## config.mk

```make
export PLATFORM = sky130hd
export DESIGN_NAME = intr_flag_unit
export DESIGN_NICKNAME = d
export VERILOG_FILES = /design/src/rtl/intr_pkg.sv /design/src/rtl/ctl_edge_sync.sv /design/src/rtl/intr_flag_core.sv /design/src/rtl/intr_flag_unit.sv
export SDC_FILE = /design/constraint.sdc
export NUM_CORES = 1
export LEC_CHECK = 0
export ABC_AREA = 1
export BUFFER_PORTS_ARGS = -buffer_cell sky130_fd_sc_hd__buf_2
export CELL_PAD_IN_SITES_DETAIL_PLACEMENT = 0
export CELL_PAD_IN_SITES_GLOBAL_PLACEMENT = 1
export CORE_MARGIN = 8
export CORE_UTILIZATION = 35
export CTS_CLUSTER_DIAMETER = 120
export DETAILED_ROUTE_END_ITERATION = 8
export PLACE_DENSITY_LB_ADDON = 0.1
export REMOVE_ABC_BUFFERS = 1
export SETUP_SLACK_MARGIN = 0.02
export SLEW_MARGIN = 20
export SYNTH_ARGS = -nofsm -noshare
export SYNTH_HDL_FRONTEND = slang
export SYNTH_SLANG_ARGS = --single-unit
```

## constraint.sdc

```tcl
create_clock -name clk -period 2.06 [get_ports clk]
set_input_delay 0 -clock clk [delete_from_list [all_inputs] [get_ports clk]]
set_output_delay 0 -clock clk [all_outputs]
set_load 0.02 [all_outputs]
```

## src/rtl/intr_pkg.sv

```systemverilog
package intr_pkg;
    localparam int FLAG_W   = 7;
    localparam int NUM_LINE = 4;
    localparam int ADDR_W   = 4;
    localparam int DATA_W   = 8;

    // Flag bit positions
    localparam int FB_A2 = 0;
    localparam int FB_A1 = 1;
    localparam int FB_SR = 2;
    localparam int FB_B2 = 3;
    localparam int FB_B1 = 4;
    localparam int FB_T2 = 5;
    localparam int FB_T1 = 6;

    // Control line indices
    localparam int LN_A1 = 0;
    localparam int LN_A2 = 1;
    localparam int LN_B1 = 2;
    localparam int LN_B2 = 3;

    // Register addresses
    localparam logic [ADDR_W-1:0] AD_PORTB = 4'h0;
    localparam logic [ADDR_W-1:0] AD_PORTA = 4'h1;
    localparam logic [ADDR_W-1:0] AD_CTRL  = 4'hC;
    localparam logic [ADDR_W-1:0] AD_FLAG  = 4'hD;
    localparam logic [ADDR_W-1:0] AD_ENAB  = 4'hE;

    typedef struct packed {
        logic [FLAG_W-1:0] flags;
        logic [FLAG_W-1:0] enab;
        logic [DATA_W-1:0] ctrl;
    } core_state_t;
endpackage

```

## src/rtl/ctl_edge_sync.sv

```systemverilog
module ctl_edge_sync #(
    parameter int STAGES = 2
) (
    input  logic clk,
    input  logic rst_n,
    input  logic din,
    output logic rise,
    output logic fall
);
    localparam int CHAIN_W = STAGES + 1;

    typedef struct packed {
        logic [CHAIN_W-1:0] chain;
    } sync_state_t;

    sync_state_t st_d, st_q;

    always_comb begin
        st_d       = st_q;
        st_d.chain = {st_q.chain[CHAIN_W-2:0], din};
    end

    always_ff @(posedge clk or negedge rst_n) begin
        if (!rst_n) st_q <= '0;
        else        st_q <= st_d;
    end

    // the last synchronised stage compared with its history stage
    assign rise =  st_q.chain[STAGES-1] & ~st_q.chain[STAGES];
    assign fall = ~st_q.chain[STAGES-1] &  st_q.chain[STAGES];
endmodule

```

## src/rtl/intr_flag_core.sv

```systemverilog
module intr_flag_core
    import intr_pkg::*;
(
    input  logic                clk,
    input  logic                rst_n,
    input  logic                wr_flag,
    input  logic                wr_enab,
    input  logic                wr_ctrl,
    input  logic [DATA_W-1:0]   wdata,
    input  logic                porta_acc,
    input  logic                portb_acc,
    input  logic [NUM_LINE-1:0] line_rise,
    input  logic [NUM_LINE-1:0] line_fall,
    input  logic                tmr1_evt,
    input  logic                tmr2_evt,
    input  logic                sr_evt,
    output logic [FLAG_W-1:0]   flags_q,
    output logic [FLAG_W-1:0]   enab_q,
    output logic [DATA_W-1:0]   ctrl_q
);
    core_state_t st_d, st_q;
    logic [FLAG_W-1:0] set_v, clr_v;
    logic a2_indep, b2_indep;

    always_comb begin
        st_d  = st_q;
        set_v = '0;
        clr_v = '0;

        a2_indep = ~st_q.ctrl[3] & st_q.ctrl[1];
        b2_indep = ~st_q.ctrl[7] & st_q.ctrl[5];

        // edge-driven sets
        set_v[FB_A1] = st_q.ctrl[0] ? line_rise[LN_A1] : line_fall[LN_A1];
        set_v[FB_B1] = st_q.ctrl[4] ? line_rise[LN_B1] : line_fall[LN_B1];
        set_v[FB_A2] = ~st_q.ctrl[3] &
                       (st_q.ctrl[2] ? line_rise[LN_A2] : line_fall[LN_A2]);
        set_v[FB_B2] = ~st_q.ctrl[7] &
                       (st_q.ctrl[6] ? line_rise[LN_B2] : line_fall[LN_B2]);
        set_v[FB_SR] = sr_evt;
        set_v[FB_T2] = tmr2_evt;
        set_v[FB_T1] = tmr1_evt;

        // clears
        if (wr_flag)
            clr_v = clr_v | wdata[FLAG_W-1:0];
        if (porta_acc) begin
            clr_v[FB_A1] = 1'b1;
            if (!a2_indep) clr_v[FB_A2] = 1'b1;
        end
        if (portb_acc) begin
            clr_v[FB_B1] = 1'b1;
            if (!b2_indep) clr_v[FB_B2] = 1'b1;
        end

        // set has priority
        st_d.flags = (st_q.flags & ~clr_v) | set_v;

        if (wr_enab) begin
            if (wdata[DATA_W-1]) st_d.enab = st_q.enab | wdata[FLAG_W-1:0];
            else                 st_d.enab = st_q.enab & ~wdata[FLAG_W-1:0];
        end

        if (wr_ctrl)
            st_d.ctrl = wdata;
    end

    always_ff @(posedge clk or negedge rst_n) begin
        if (!rst_n) st_q <= '0;
        else        st_q <= st_d;
    end

    assign flags_q = st_q.flags;
    assign enab_q  = st_q.enab;
    assign ctrl_q  = st_q.ctrl;
endmodule

```

## src/rtl/intr_flag_unit.sv

```systemverilog
module intr_flag_unit
    import intr_pkg::*;
#(
    parameter int SYNC_STAGES = 2
) (
    input  logic              clk,
    input  logic              rst_n,
    input  logic [ADDR_W-1:0] bus_addr,
    input  logic              bus_rd,
    input  logic              bus_wr,
    input  logic [DATA_W-1:0] bus_wdata,
    output logic [DATA_W-1:0] bus_rdata,
    input  logic              ctl_a1,
    input  logic              ctl_a2,
    input  logic              ctl_b1,
    input  logic              ctl_b2,
    input  logic              tmr1_evt,
    input  logic              tmr2_evt,
    input  logic              sr_evt,
    output logic              irq_n
);
    logic [NUM_LINE-1:0] line_in, line_rise, line_fall;
    logic [FLAG_W-1:0]   flag_vec, en_vec;
    logic [DATA_W-1:0]   ctrl_vec;
    logic                any_pend;
    logic                acc;

    assign line_in = {ctl_b2, ctl_b1, ctl_a2, ctl_a1};

    for (genvar i = 0; i < NUM_LINE; i++) begin : g_sync
        ctl_edge_sync #(.STAGES(SYNC_STAGES)) u_sync (
            .clk  (clk),
            .rst_n(rst_n),
            .din  (line_in[i]),
            .rise (line_rise[i]),
            .fall (line_fall[i])
        );
    end

    assign acc = bus_rd | bus_wr;

    intr_flag_core u_core (
        .clk      (clk),
        .rst_n    (rst_n),
        .wr_flag  (bus_wr && bus_addr == AD_FLAG),
        .wr_enab  (bus_wr && bus_addr == AD_ENAB),
        .wr_ctrl  (bus_wr && bus_addr == AD_CTRL),
        .wdata    (bus_wdata),
        .porta_acc(acc && bus_addr == AD_PORTA),
        .portb_acc(acc && bus_addr == AD_PORTB),
        .line_rise(line_rise),
        .line_fall(line_fall),
        .tmr1_evt (tmr1_evt),
        .tmr2_evt (tmr2_evt),
        .sr_evt   (sr_evt),
        .flags_q  (flag_vec),
        .enab_q   (en_vec),
        .ctrl_q   (ctrl_vec)
    );

    assign any_pend = |(flag_vec & en_vec);
    assign irq_n    = ~any_pend;

    always_comb begin
        bus_rdata = '0;
        if (bus_rd) begin
            case (bus_addr)
                AD_FLAG: bus_rdata = {any_pend, flag_vec};
                AD_ENAB: bus_rdata = {1'b1, en_vec};
                AD_CTRL: bus_rdata = ctrl_vec;
                default: bus_rdata = '0;
            endcase
        end
    end
endmodule

```

==> out/metrics.csv <==
stage,metric,value,unit
status,status,"finished, final reports clean",
floorplanning,io_pins,32,
cts,postCtsSetupBuffers,0,
sta,fin_skew,1.98,ps
worst_setup_path,start_kind,flop,
global_routing,antenna_found_initial,0,
place,routabilityCongestion,0.796,
floorplanning,dieArea,7100,um2
routing,drt_wl_total,4.28,mm
worst_setup_path,critPathTopFamily,simple AND/OR/NAND/NOR gates,
worst_setup_path,cp_max_fo,3,
power_and_ir_drop,p_per_area,824,nW/um2
layout,num_antenna_cells,0,
sta,rsz0062_at_grt,no,
global_routing,grt_usage,13.7,%
layout,nets,283,
layout,syn_to_final_growth,28.9,%
logic_synthesis,synth.area.mux_share,0,%
worst_setup_path,crit_chain,"nand2_1, nand2_1, nor2_1, nand2_1, nand2_1, a21oi_1, buf_2",
logic_synthesis,netlist_area,1630,um2
worst_setup_path,critPathRequiredTime,2060,ps
global_routing,gr-usage-met1,17.9,%
flow_run,maxCapViolCount,0,
floorplanning,num_rows,25,
sta,setup_tns,0,ps
worst_setup_path,reg2reg_from,u_core.ctrl_q[7],
logic_synthesis,synth.ff_latch_count,34,
cts,clock-sinks,34,
min_path,hold_start,bus_wdata[7],
worst_setup_path,cpMostUsedCell,nand2_1,
cts,clock_latency,280,ps
layout,drive_above_1_share,18.8,%
sta,setup_viol,0,
routing,postRouteAntennaNets,0,
logic_synthesis,synthSimpleGateAreaFrac,31.5,%
logic_synthesis,yosysWarnings,0,
sta,final-hold-violation-count,0,
cts,cts_htree_levels,2,
logic_synthesis,synth_top_family_by_area,simple AND/OR/NAND/NOR gates,
global_routing,met3_usage,4.65,%
global_routing,busiest_layer,met2,
global_routing,grt_max_degree,35,
worst_setup_path,cp.arrival,1300,ps
routing,drt_iter0_markers,73,
routing,drcViolationCount,0,
routing,wl_per_cell,13.6,um
logic_synthesis,synth.distinct_cells,19,
power_and_ir_drop,p_leak,1.14,nW
place,dp_hpwl,3.15,mm
worst_setup_path,crit_slowest_cell,dfrtp_1,
sta,worst_pin_slew,753,ps
worst_setup_path,max_stage_delay,400,ps
power_and_ir_drop,vdd_drop_max,0.376,mV
sta,drv_slew,0,
routing,vias,1430,
cts,clock_path_buffers,2,
layout,post-route-util,45.7,%
logic_synthesis,synth_top_area_share,52.1,%
floorplanning,die_h,84.3,um
floorplanning,start_util,35.5,%
cts,cts_root_buf,clkbuf_8,
worst_setup_path,critPathBufInv,1,
cts,cts_tree,built,
sta,fmax,772,MHz
place,port_buffers,31,
floorplanning,die_w,84.3,um
min_path,hold_path.class,primary input to flop,
logic_synthesis,avgSynthCellArea,7.77,um2
cts,cts.clk_slew.worst_paths,70,ps
global_routing,overflow,0,
sta,maxSlewHeadroom,49.8,%
logic_synthesis,netlist_instances,210,
worst_setup_path,worstSetupPathType,flop to output port,
logic_synthesis,synthAdderAreaFrac,0,%
logic_synthesis,synth_compound_area_share,7.82,%
global_routing,grt_pass1_wl,7.74,mm
sta,finalCritPeriodShare,62.9,%
logic_synthesis,synth.area.top_cells,"dfrtp_1 52%, nand2_1 17%, inv_1 6.7%",
logic_synthesis,synth_xor_area_share,0,%
logic_synthesis,synth_top_area_cell,dfrtp_1,
routing,vias_per_cell,4.55,
global_routing,use_met2,20.1,%
cts,cts_buffers,5,
worst_setup_path,end_kind,output port,
layout,mostFrequentLayoutCell,nand2_1,
floorplanning,core_area,4600,um2
routing,first_pass_iters,4,
sta,min_period,1300,ps
layout,layout_common_cells,"75 x nand2_1, 34 x dfrtp_1, 31 x buf_2",
global_routing,first_global_vias,1576,
logic_synthesis,seq_area_frac_synth,52.1,%
==> through the flow <==
step	std cells	hold slack [ps]	worst slack, ps	cell area (um2)	total power [mW]
floorplan	207	-296	1120	1620	0.984
global placement	292	108	877	1840	1.11
detailed placement	292	110	884	1840	1.11
CTS	314	66.4	741	2100	1.76
global route	314	81.1	667	2100	1.85
finish	314	74.5	765	2100	1.73
==> worst min-delay path, stage by stage <==
cell and delay, ps:
buf_2 170, nand3_1 100, nand2_1 50
==> final timing paths <==
check                      cells after the start                  endpoint  slack, ps
max in group asynchronous                      2         u_core.flags_q[5]       1250
hold reg to reg                                0  g_sync[3].u_sync.st_q[1]        350
setup / recovery                               7              bus_rdata[7]        760
hold / removal                                 3                      flop         70
setup reg to reg                               5         u_core.flags_q[3]       1170
min in group asynchronous                      2  g_sync[3].u_sync.st_q[0]        330
==> cell families (layout without fill, tap and decap cells) <==
family | Yosys count | count (layout)
compound gates | 25 | 25
buf+inv | 35 | 85
flops | 34 | 34
simple gates | 116 | 116
==> report_power, final <==
group	internal (mW)	switching (mW)	leakage, nW
registers	0.755	0.0762	0.396
logic	0.116	0.163	0.685
clock network	0.387	0.236	0.0573
total	1.26	0.475	1.14
==> synthesized netlist by cell type (all sizes together) <==
library cell / instances
a21oi: 3
o211ai: 1
o21ai: 21
nor2: 12
dfrtp: 34
buf: 2
inv: 31
clkbuf: 1
nand2: 79
nor3: 3
nand3b: 1
nand3: 21
clkinv: 1
==> layer usage <==
layer	share of wire, %	up-vias
met1	49	635
met4	1.6	0
met2	43	35
li1	-	755
met3	6.1	5
met5	0	-
==> final cells by class <==
type / count / area [um2]
well taps: 54 / 67.6
clock inverters: 1 / 30.0
repair buffers: 46 / 305
multi-input cells: 141 / 642
fillers: 472 / 2490
clock buffers: 6 / 82.6
flip-flops and latches: 34 / 851
inverters: 32 / 125
==> timing repair <==
| action | CTS | global route |
|---|---|---|
| resized for setup | 0 | 0 |
| hold buffers | 15 | 0 |
| endpoints found under the hold margin | 50 | 0 |
Note: power is estimated with default switching activity, not from simulation.
